**config.mk**
```make
export PLATFORM = sky130hd
export DESIGN_NAME = cipher_csr_seq
export DESIGN_NICKNAME = d
export VERILOG_FILES = /design/src/rtl/cipher_csr_pkg.sv /design/src/rtl/cipher_wordbank.sv /design/src/rtl/cipher_irq.sv /design/src/rtl/cipher_seq.sv /design/src/rtl/cipher_csr_seq.sv
export SDC_FILE = /design/constraint.sdc
export NUM_CORES = 1
export LEC_CHECK = 0
export ABC_AREA = 1
export BUFFER_PORTS_ARGS = -buffer_cell sky130_fd_sc_hd__buf_2
export CAP_MARGIN = 20
export CORE_AREA = 2 2 223 225
export DETAILED_ROUTE_END_ITERATION = 6
export DIE_AREA = 0 0 225 227
export HOLD_SLACK_MARGIN = 0.02
export PLACE_DENSITY = 0.68
export SYNTH_ARGS = -nofsm -noshare
export SYNTH_HDL_FRONTEND = slang
export SYNTH_SLANG_ARGS = --single-unit
```
**constraint.sdc**
```tcl
create_clock -name clk -period 3.65 [get_ports clk]
set_input_delay 0 -clock clk [delete_from_list [all_inputs] [get_ports clk]]
set_output_delay 0 -clock clk [all_outputs]
set_load 0.005 [all_outputs]
```
**src/rtl/cipher_csr_pkg.sv**
```systemverilog
package cipher_csr_pkg;
  localparam int unsigned OFF_CTRL = 32'h00;
  localparam int unsigned OFF_INTR = 32'h08;
  localparam int unsigned OFF_SRC  = 32'h10;
  localparam int unsigned OFF_DST  = 32'h14;
  localparam int unsigned OFF_LEN  = 32'h18;
  localparam int unsigned OFF_KEY  = 32'h30;
  localparam int unsigned OFF_IV   = 32'h40;

  localparam int CB_START = 0;
  localparam int CB_ENC   = 1;
  localparam int CB_KEYLD = 2;
  localparam int CB_DCOH  = 3;
  localparam int CB_SCOH  = 4;
  localparam int CB_CBC   = 5;

  localparam int PEND_LSB = 16;

  typedef struct packed {
    logic cbc;
    logic src_coh;
    logic dst_coh;
    logic key_ld;
    logic enc;
  } job_mode_t;
endpackage

```
**src/rtl/cipher_wordbank.sv**
```systemverilog
module cipher_wordbank #(
  parameter int DW    = 32,
  parameter int WORDS = 4,
  parameter int IDXW  = (WORDS > 1) ? $clog2(WORDS) : 1
) (
  input  logic                  clk,
  input  logic                  rst,
  input  logic                  wr_en,
  input  logic [IDXW-1:0]       wr_idx,
  input  logic [DW-1:0]         wr_data,
  input  logic                  ld_en,
  input  logic [DW*WORDS-1:0]   ld_data,
  output logic [DW*WORDS-1:0]   q
);
  genvar g;
  generate
    for (g = 0; g < WORDS; g++) begin : gen_word
      always_ff @(posedge clk) begin
        if (rst) begin
          q[g*DW +: DW] <= '0;
        end else if (ld_en) begin
          q[g*DW +: DW] <= ld_data[g*DW +: DW];
        end else if (wr_en && (wr_idx == IDXW'(g))) begin
          q[g*DW +: DW] <= wr_data;
        end
      end
    end
  endgenerate
endmodule

```
**src/rtl/cipher_irq.sv**
```systemverilog
module cipher_irq #(
  parameter int NPEND = 2,
  parameter int NMASK = 3
) (
  input  logic             clk,
  input  logic             rst,
  input  logic             wr_en,
  input  logic [NPEND-1:0] wr_clr,
  input  logic [NMASK-1:0] wr_mask,
  input  logic             set_a,
  output logic [NPEND-1:0] pend,
  output logic [NMASK-1:0] mask,
  output logic             irq
);
  logic [NPEND-1:0] pend_d;
  logic [NMASK-1:0] mask_d;

  always_comb begin
    pend_d = pend;
    mask_d = mask;
    if (wr_en) begin
      pend_d = pend & ~wr_clr;
      mask_d = wr_mask;
    end
    if (set_a) pend_d[0] = 1'b1;
  end

  always_ff @(posedge clk) begin
    if (rst) begin
      pend <= '0;
      mask <= '0;
      irq  <= 1'b0;
    end else begin
      pend <= pend_d;
      mask <= mask_d;
      irq  <= pend_d[0] & mask_d[0];
    end
  end

  assert_set_wins_R9: assert property (@(posedge clk) disable iff (rst)
    set_a |=> pend[0]);
  assert_w1c_R9: assert property (@(posedge clk) disable iff (rst)
    (wr_en && wr_clr[0] && !set_a) |=> !pend[0]);
  assert_irq_needs_pend_R10: assert property (@(posedge clk) disable iff (rst)
    irq |-> (pend[0] && mask[0]));
endmodule

```
**src/rtl/cipher_seq.sv**
```systemverilog
module cipher_seq (
  input  logic clk,
  input  logic rst,
  input  logic start_req,
  input  logic len_zero,
  input  logic dp_done,
  output logic busy,
  output logic dp_start,
  output logic job_end
);
  logic launch;

  assign launch  = start_req && !len_zero;
  assign job_end = (start_req && len_zero) || (busy && dp_done);

  always_ff @(posedge clk) begin
    if (rst) begin
      busy     <= 1'b0;
      dp_start <= 1'b0;
    end else begin
      dp_start <= launch;
      if (launch) busy <= 1'b1;
      else if (dp_done) busy <= 1'b0;
    end
  end

  assert_start_in_busy_R4: assert property (@(posedge clk) disable iff (rst)
    dp_start |-> busy);
  assert_start_single_R4: assert property (@(posedge clk) disable iff (rst)
    dp_start |=> !dp_start);
  assert_done_ends_R6: assert property (@(posedge clk) disable iff (rst)
    (busy && dp_done) |=> !busy);
  assert_zero_len_R8: assert property (@(posedge clk) disable iff (rst)
    (start_req && len_zero) |=> (!dp_start && !busy));
endmodule

```
**src/rtl/cipher_csr_seq.sv**
```systemverilog
module cipher_csr_seq
  import cipher_csr_pkg::*;
#(
  parameter int AW        = 8,
  parameter int DW        = 32,
  parameter int BLK_BITS  = 128,
  parameter int NPEND     = 2,
  parameter int NMASK     = 3
) (
  input  logic                clk,
  input  logic                rst,
  input  logic                bus_wr,
  input  logic                bus_rd,
  input  logic [AW-1:0]       bus_addr,
  input  logic [DW-1:0]       bus_wdata,
  output logic [DW-1:0]       bus_rdata,
  output logic                dp_start,
  output logic [DW-1:0]       dp_src,
  output logic [DW-1:0]       dp_dst,
  output logic [DW-1:0]       dp_len,
  output logic                dp_encrypt,
  output logic                dp_key_load,
  output logic                dp_dst_coh,
  output logic                dp_src_coh,
  output logic                dp_cbc,
  output logic [BLK_BITS-1:0] dp_key,
  output logic [BLK_BITS-1:0] dp_iv,
  input  logic                dp_done,
  input  logic [BLK_BITS-1:0] dp_chain,
  output logic                irq
);
  localparam int WORDS    = BLK_BITS / DW;
  localparam int IDXW     = (WORDS > 1) ? $clog2(WORDS) : 1;
  localparam int BANK_LSB = IDXW + 2;
  localparam int BLK_LSB  = $clog2(BLK_BITS / 8);

  job_mode_t        mode_q;
  logic [DW-1:0]    src_q, dst_q, len_q;
  logic             busy, job_end, start_req;
  logic [NPEND-1:0] pend;
  logic [NMASK-1:0] mask;

  logic aligned, hit_ctrl, hit_intr, hit_src, hit_dst, hit_len, hit_key, hit_iv;
  logic wr_ok;
  logic [IDXW-1:0] word_idx;

  assign aligned  = (bus_addr[1:0] == 2'b00);
  assign hit_ctrl = (bus_addr == AW'(OFF_CTRL));
  assign hit_intr = (bus_addr == AW'(OFF_INTR));
  assign hit_src  = (bus_addr == AW'(OFF_SRC));
  assign hit_dst  = (bus_addr == AW'(OFF_DST));
  assign hit_len  = (bus_addr == AW'(OFF_LEN));
  assign hit_key  = aligned &&
                    (bus_addr[AW-1:BANK_LSB] == (AW-BANK_LSB)'(OFF_KEY >> BANK_LSB));
  assign hit_iv   = aligned &&
                    (bus_addr[AW-1:BANK_LSB] == (AW-BANK_LSB)'(OFF_IV >> BANK_LSB));
  assign word_idx = bus_addr[BANK_LSB-1:2];

  assign wr_ok     = bus_wr && !busy;
  assign start_req = wr_ok && hit_ctrl && bus_wdata[CB_START];

  always_ff @(posedge clk) begin
    if (rst) begin
      mode_q <= '0;
      src_q  <= '0;
      dst_q  <= '0;
      len_q  <= '0;
    end else if (wr_ok) begin
      if (hit_ctrl) begin
        mode_q.enc     <= bus_wdata[CB_ENC];
        mode_q.key_ld  <= bus_wdata[CB_KEYLD];
        mode_q.dst_coh <= bus_wdata[CB_DCOH];
        mode_q.src_coh <= bus_wdata[CB_SCOH];
        mode_q.cbc     <= bus_wdata[CB_CBC];
      end
      if (hit_src) src_q <= bus_wdata;
      if (hit_dst) dst_q <= bus_wdata;
      if (hit_len) len_q <= {bus_wdata[DW-1:BLK_LSB], {BLK_LSB{1'b0}}};
    end
  end

  cipher_wordbank #(.DW(DW), .WORDS(WORDS), .IDXW(IDXW)) u_key (
    .clk     (clk),
    .rst     (rst),
    .wr_en   (wr_ok && hit_key),
    .wr_idx  (word_idx),
    .wr_data (bus_wdata),
    .ld_en   (1'b0),
    .ld_data ({BLK_BITS{1'b0}}),
    .q       (dp_key)
  );

  cipher_wordbank #(.DW(DW), .WORDS(WORDS), .IDXW(IDXW)) u_iv (
    .clk     (clk),
    .rst     (rst),
    .wr_en   (wr_ok && hit_iv),
    .wr_idx  (word_idx),
    .wr_data (bus_wdata),
    .ld_en   (busy && dp_done && mode_q.cbc),
    .ld_data (dp_chain),
    .q       (dp_iv)
  );

  cipher_seq u_seq (
    .clk       (clk),
    .rst       (rst),
    .start_req (start_req),
    .len_zero  (len_q == '0),
    .dp_done   (dp_done),
    .busy      (busy),
    .dp_start  (dp_start),
    .job_end   (job_end)
  );

  cipher_irq #(.NPEND(NPEND), .NMASK(NMASK)) u_irq (
    .clk     (clk),
    .rst     (rst),
    .wr_en   (bus_wr && hit_intr),
    .wr_clr  (bus_wdata[PEND_LSB +: NPEND]),
    .wr_mask (bus_wdata[NMASK-1:0]),
    .set_a   (job_end),
    .pend    (pend),
    .mask    (mask),
    .irq     (irq)
  );

  logic [DW-1:0] rd_mux;
  always_comb begin
    rd_mux = '0;
    if (hit_ctrl) begin
      rd_mux[CB_START] = busy;
      rd_mux[CB_ENC]   = mode_q.enc;
      rd_mux[CB_KEYLD] = mode_q.key_ld;
      rd_mux[CB_DCOH]  = mode_q.dst_coh;
      rd_mux[CB_SCOH]  = mode_q.src_coh;
      rd_mux[CB_CBC]   = mode_q.cbc;
    end else if (hit_intr) begin
      rd_mux[PEND_LSB +: NPEND] = pend;
      rd_mux[NMASK-1:0]         = mask;
    end else if (hit_src) begin
      rd_mux = src_q;
    end else if (hit_dst) begin
      rd_mux = dst_q;
    end else if (hit_len) begin
      rd_mux = len_q;
    end else if (hit_key) begin
      rd_mux = dp_key[word_idx*DW +: DW];
    end else if (hit_iv) begin
      rd_mux = dp_iv[word_idx*DW +: DW];
    end
  end

  always_ff @(posedge clk) begin
    if (rst) bus_rdata <= '0;
    else if (bus_rd) bus_rdata <= rd_mux;
  end

  assign dp_src      = src_q;
  assign dp_dst      = dst_q;
  assign dp_len      = len_q;
  assign dp_encrypt  = mode_q.enc;
  assign dp_key_load = mode_q.key_ld;
  assign dp_dst_coh  = mode_q.dst_coh;
  assign dp_src_coh  = mode_q.src_coh;
  assign dp_cbc      = mode_q.cbc;

  assert_len_aligned_R3: assert property (@(posedge clk) disable iff (rst)
    dp_len[BLK_LSB-1:0] == '0);
  assert_src_hold_R5: assert property (@(posedge clk) disable iff (rst)
    (busy && !dp_done) |=> ($stable(dp_src) && $stable(dp_key) && $stable(dp_cbc)));
  assert_iv_ecb_R7: assert property (@(posedge clk) disable iff (rst)
    (busy && dp_done && !dp_cbc) |=> $stable(dp_iv));
  assert_iv_cbc_R7: assert property (@(posedge clk) disable iff (rst)
    (busy && dp_done && dp_cbc) |=> (dp_iv == $past(dp_chain)));
endmodule

```
==> run summary, run 1 <==
Share of cells above drive strength 1: 19.4%
CTS tree: done
Netlist cell types: 25
Slew @ Worst Pin: 949 ps
Final hold vios: 0
PD cells: 396 nW/um^2
Max-cap viol count: 0
Max VDD drop: 0.000311 V
GR Overflow Total: 0
Worst setup EP type: register
Avg Cell Area, Syn: 6.32 sq um
Die width: 225 um
Port Buffers: 559
CP Cell Sequence: nand3_4 -> buf_12 -> nand2_1 -> buf_4 -> nand2_1 -> a21oi_1 -> dlygate4sd3_1
Number of hold buffers added after CTS: 174
Global-route wire length before repair: 137000 um
Post-CTS resize count: 0
Worst-path clk slew: 60 ps
Outcome: finished, final reports clean
TNS Setup: 0 ps
Root buffer cell: clkbuf_16
Iter 0 DRT Violations: 2829
Final min period: 3030 ps
Clk buf depth: 3
Worst Clk Skew: 19.2 ps
Post-CTS setup buffer count: 0
Worst setup margin: 622 ps
R2R depth: 7
Final Core Density: 52.2%
CTS HTree Levels: 2
HP Class: in -> reg
Critical path class: reg -> reg
Tot Pwr: 10.0 mW
R2r setup slk: 620 ps
Synthesized instance count: 2983
P_leak: 12.8 nW
RSZ-0062 raised after global routing: no
Worst EP required: 4180 ps
Most numerous cell on the critical path: nand2_1
Vias in the first global route: 20811
Final nets: 3773
Startpoint types: register
DP Worst Slack: 1150 ps
Sequential fraction of the synthesis area: 41.8%
Initial antenna violation count: 5
# IOs: 564
Vias: 23086
Worst reg2reg endpoint: u_iv.q[23]$_SDFFE_PP0P_
Worst Path Arrival: 3560 ps
Initial Util: 38.8%
Largest net degree at the start of global routing: 145
Slew HR: 36.7%
Die Area: 51100 sq um
Crit path largest cell delay: 560 ps
Pre-Repair DR Iteration Count: 7
WL per Instance: 22.7 um
Via density: 5.42
GP Congestion: 1.07
Final setup fails: 0
Clock latency on the worst-skew pair: 600 ps
Syn. warnings: 0
Critical Path Fanout Max: 144
Max Slew Vio Count: 0
Row Count: 81
Die H: 227 um
Final ANT Viol Nets: 0
Synthesized flop and latch total: 393
Area growth, synth to finish: 34.5%
Gr usage total: 36.3%
Synth Cell Area: 18800 sq um
HPWL after DPL: 68800 um
Core Box Area: 48500 sq um
Clk sinks: 393
Final WL: 96900 um
Final period utilization: 83.0%
Hold Path Origin: bus_addr[5]
Worst path slowest cell: dlygate4sd3_1
Fmax: 330 MHz
Worst Hold Depth: 8
# DRC: 0
Worst r2r src: dp_cbc$_SDFFE_PP0N_
Hold EP: bus_rdata[0]$_SDFFE_PP0P_
CTS Buf Count: 44
==> how the worst max path moves through the flow <==
stage                            startpoint                    endpoint  slack (ps)  depth (start not counted)
CTS                     dp_cbc$_SDFFE_PP0N_     u_iv.q[23]$_SDFFE_PP0P_         670                          7
floorplan           u_seq.busy$_SDFFE_PP0P_    u_iv.q[117]$_SDFFE_PP0P_        2110                          9
detailed placement      dp_cbc$_SDFFE_PP0N_      u_iv.q[4]$_SDFFE_PP0P_        1150                          7
global route            dp_cbc$_SDFFE_PP0N_     u_iv.q[23]$_SDFFE_PP0P_         450                          7
global placement                bus_addr[0]  bus_rdata[21]$_SDFFE_PP0P_        1090                         11
finish                  dp_cbc$_SDFFE_PP0N_     u_iv.q[23]$_SDFFE_PP0P_         620                          7
==> where the power goes <==
group          internal [mW]  total [mW]  switching, mW
logic                  0.309       0.870          0.560
clock network           2.87        4.86           1.99
registers               4.30        4.31         0.0110
==> cells in the final DEF (no fill, tap or decap), drive strengths merged <==
cell type and instances:
clkinv 20, clkinvlp 2, o221ai 1, nand4 17, buf 602, a21oi 263, nand2 783, o2111ai 1
bufinv 5, nor3 2, conb 4, nand3 151, dfxtp 393, diode 4, clkbuf 63, inv 346
nor2 351, o21ai 455, dlygate4sd3 174, or2 2
==> kinds of logic after synthesis <==
logic type	synth area share, %
buffers and inverters	11.6
flip-flops	41.8
other	0.0199
AO/OA/AOI/OAI	19.2
AND/OR/NAND/NOR	27.4
==> critical path, delay by kind of cell, from the launching register on <==
family / cells / cell delay [ps]
AOI/OAI and AO/OA: 1 / 150
buffers and inverters: 3 / 1410
DFF: 1 / 480
and+or+nand+nor: 3 / 850
==> flip-flops by register name, indices dropped and copies added, names as in the netlist, 2 cells and up <==
register    flops
u_irq.pend      2
u_iv.q        128
bus_rdata      32
dp_src         32
dp_dst         32
dp_len         28
u_irq.mask      3
u_key.q       128
==> Yosys cell counts <==
library cell / number / area (sq um)
nand2_1: 782 / 2940
o21ai_0: 422 / 2110
dfxtp_1: 393 / 7870
nor2_1: 345 / 1290
inv_1: 335 / 1260
a21oi_1: 263 / 1320
clkbuf_1: 154 / 578
nand3_1: 151 / 756
buf_2: 36 / 180
o21ai_1: 33 / 165
nand4_1: 17 / 106
inv_2: 12 / 45.0
buf_1: 9 / 33.8
buf_4: 9 / 67.6
clkinv_1: 8 / 30.0
nor2_2: 5 / 31.3
conb_1: 1 / 3.75
nand2_2: 1 / 6.26
nor2_4: 1 / 11.3
nor3_1: 1 / 5.00
nor3_2: 1 / 10.0
o2111ai_1: 1 / 8.76
o221ai_1: 1 / 8.76
or2_1: 1 / 6.26
or2_2: 1 / 6.26
==> layer usage <==
layer / vias to the layer above / wire length [um] / GRT usage, %
li1: 10641 / - / -
met1: 10577 / 37800 / 47.0
met2: 1555 / 42300 / 56.1
met3: 311 / 10700 / 8.42
met4: 2 / 6040 / 19.4
met5: - / 11 / 0
==> area by class of cell <==
class	count	area [sq um]
diodes	4	10.0
clock buffers	63	1320
clock inverters	18	243
fillers	4762	23200
inverters	355	1340
multi-input cells	2030	8840
flip-flops and latches	393	7870
well taps	622	778
repair buffers	776	4950
==> per-stage QoR <==
step,instances,hold slack (ps),cell area [sq um]
6_report,4261,85.7,25300
2_1_floorplan,2986,135,18900
5_1_grt,4260,117,25300
3_5_place_dp,4001,353,22000
3_3_place_gp,3998,358,21900
4_1_cts,4256,64.7,25300
Power figures use the tool's default switching activity.
==> inputs of run 2 (changes only) <==
--- a/config.mk
+++ b/config.mk
@@ -8,11 +8,11 @@
 export ABC_AREA = 1
 export BUFFER_PORTS_ARGS = -buffer_cell sky130_fd_sc_hd__buf_2
 export CAP_MARGIN = 20
-export CORE_AREA = 2 2 223 225
+export CORE_AREA = 2 2 218 220
 export DETAILED_ROUTE_END_ITERATION = 6
-export DIE_AREA = 0 0 225 227
+export DIE_AREA = 0 0 220 222
 export HOLD_SLACK_MARGIN = 0.02
-export PLACE_DENSITY = 0.68
+export PLACE_DENSITY = 0.7
 export SYNTH_ARGS = -nofsm -noshare
 export SYNTH_HDL_FRONTEND = slang
 export SYNTH_SLANG_ARGS = --single-unit
==> constraint.sdc (replaced) <==
create_clock -name clk -period 2.9 [get_ports clk]
set_input_delay 0 -clock clk [delete_from_list [all_inputs] [get_ports clk]]
set_output_delay 0 -clock clk [all_outputs]
set_load 0.005 [all_outputs]
==> run 2 against run 1 <==
  * Sequential cell count unchanged
  * Combinational power increased by 24%
  * Clock-buffer cell count increased by 5
  * Core utilization increased by 2.3 points
  * Register-to-register slack got worse by 290 ps
  * Fmax increased by 18%
  * Global-route usage increased by 0.46 points
  * Via count decreased by 1.2%
  * Final area decreased by 0.44%
  * Highest routed layer is now met4
==> run summary, run 2 (synthesis gave the netlist of run 1 again) <==
Root buffer cell: clkbuf_16
Final Core Density: 54.5% (+2.3 points)
PD cells: 494 nW/um^2 (+25%)
RSZ-0062 raised after global routing: no
CTS HTree Levels: 2 (unchanged)
Iter 0 DRT Violations: 2756 (-2.6%)
Filler Cell Count: 4536 (-4.7%)
Worst path slowest cell: dlygate4sd3_1
Slew HR: 29.0% (-7.7 points)
# IOs: 564 (unchanged)
Worst-path clk slew: 60 ps (about the same)
Vias in the first global route: 20915 (+0.50%)
Max Slew Vio Count: 0 (unchanged)
Critical path class: reg -> reg
Net Switching: 3.10 mW (+21%)
Worst EP required: 3380 ps (-800 ps)
Gr usage total: 36.7% (+0.46 points)
Die width: 220 um (-2.2%)
Pre-Repair DR Iteration Count: 6 (-1)
Switching Share: 24.9% (-0.62 points)
HPWL after DPL: 65200 um (-5.2%)
Final period utilization: 88.4% (+5.5 points)
WL per Instance: 21.8 um (-4.0%)
GP Congestion: 0.987 (-7.4%)
GR Overflow Total: 0 (unchanged)
Fmax: 390 MHz (+18%)
Critical Path Fanout Max: 30 (-79%)
Placed Area: 22000 sq um (+0.21%)
CP Cell Sequence: nor2_2 -> inv_2 -> nor3_2 -> nand2_1 -> nand2_1 -> buf_12 -> nor2_1 -> a21oi_1 -> nor2_1 -> dlygate4sd3_1
Vias: 22804 (-1.2%)
R2r setup slk: 340 ps (-290 ps)
# DRC: 0 (unchanged)
Largest net degree at the start of global routing: 106 (-27%)
CTS Buf Count: 45 (+2.3%)
Worst setup margin: 336 ps (-286 ps)
Commonest non-fill, non-tap cell in the layout: nand2_1
Core Box Area: 46300 sq um (-4.7%)
Final min period: 2560 ps (-464 ps)
Clock latency on the worst-skew pair: 590 ps (about the same)
Max-cap viol count: 0 (unchanged)
Final WL: 92500 um (-4.5%)
Area growth, synth to finish: 33.9%
Worst setup EP type: register
Worst Path Arrival: 3040 ps (-520 ps)
Initial Util: 40.7% (+1.9 points)
HP Class: in -> reg
Row Count: 79 (-2.5%)
Final hold vios: 0 (unchanged)
P_leak: 12.8 nW (-0.35%)
Final setup fails: 0 (unchanged)
Most frequent cells in the layout: nand2_1, buf_2, o21ai_0
Combinational share of power: 8.6% (about the same)
Port Buffers: 559 (unchanged)
Final nets: 3769 (-0.11%)
Max VDD drop: 0.000427 V (+37%)
Tot Pwr: 12.5 mW (+24%)
Crit-path leading delay family: simple AND/OR/NAND/NOR gates
Worst Clk Skew: 20.8 ps (+1.64 ps)
CTS tree: done
Reg power frac: 43.5% (+0.5 points)
Power Internal: 9.37 mW (+25%)
Crit path largest cell delay: 560 ps (about the same)
Top flop regs: u_iv.q x128, u_key.q x128
Clk sinks: 393 (unchanged)
Die Area: 48800 sq um (-4.4%)
Final ANT Viol Nets: 0 (unchanged)
Die H: 222 um (-2.2%)
Design area: 25200 sq um (-0.44%)
Slew @ Worst Pin: 1060 ps (+115 ps)
Share of cells above drive strength 1: 19.5% (about the same)
Startpoint types: register
TNS Setup: 0 ps (unchanged)
WP buf/inv: 3 (unchanged)
Via density: 5.38 (-0.71%)
Global-route wire length before repair: 134000 um (-2.5%)
Initial antenna violation count: 5 (unchanged)
Outcome: finished, final reports clean
DP Worst Slack: 680 ps (-469 ps)
Clk pwr share: 47.8% (-0.6 points)
Clk buf depth: 3 (unchanged)
## run 2: per-layer routing
layer	part of all wire, %	track usage, %	up-vias
met5	0	0	-
met4	5.7	18.2	0
met3	11	8.24	251
met2	44	56.4	1543
met1	39	48.4	10370
li1	-	-	10640
## run 2: area by class of cell
class                           count  area (sq um)  area share [%]
Inverter                          355          1340            5.31
Tap cell                          607           759            3.01
Clock buffer                       68          1360            5.37
Antenna cell                        3          7.51          0.0298
Sequential cell                   393          7870            31.2
Timing Repair Buffer              771          4890            19.4
Clock inverter                     12           164           0.650
Multi-Input combinational cell   2030          8840            35.0
## run 2: power groups by stage
stage / Clock [mW] / Combinational, mW / Sequential, mW
floorplan: 0 / 0.426 / 5.55
global placement: 0 / 0.866 / 5.55
global route: 6.20 / 1.15 / 5.43
CTS: 5.96 / 1.04 / 5.43
detailed placement: 0 / 0.867 / 5.55
finish: 5.96 / 1.08 / 5.43
## run 2: worst paths after layout
path	from	endpoint	depth (start not counted)
setup reg to reg	u_seq.busy$_SDFFE_PP0P_	u_iv.q[4]$_SDFFE_PP0P_	10
setup / recovery	u_seq.busy$_SDFFE_PP0P_	u_iv.q[4]$_SDFFE_PP0P_	10
hold / removal	bus_addr[5]	bus_rdata[5]$_SDFFE_PP0P_	6
hold reg to reg	bus_rdata[26]$_SDFFE_PP0P_	bus_rdata[26]$_SDFFE_PP0P_	2
## run 2: timing repair
item	in CTS	in global routing
hold buffers	165	0
buffers inserted	0	0
endpoints found under the hold margin	377	0
resized for setup	0	0
## run 2: through the flow
| stage | hold WS [ps] | std cells |
|---|---|---|
| 3_5_place_dp | 370 | 3991 |
| 4_1_cts | 49.2 | 4236 |
| 2_1_floorplan | 135 | 2986 |
| 6_report | 92.7 | 4239 |
| 3_3_place_gp | 372 | 3991 |
| 5_1_grt | 106 | 4239 |
## run 2: worst register-to-register path, delay by kind of cell (launching register included)
| family | cells | cell delay, ps |
|---|---|---|
| flops | 1 | 360 |
| compound gates | 1 | 120 |
| simple gates | 6 | 1100 |
| buf+inv | 3 | 890 |
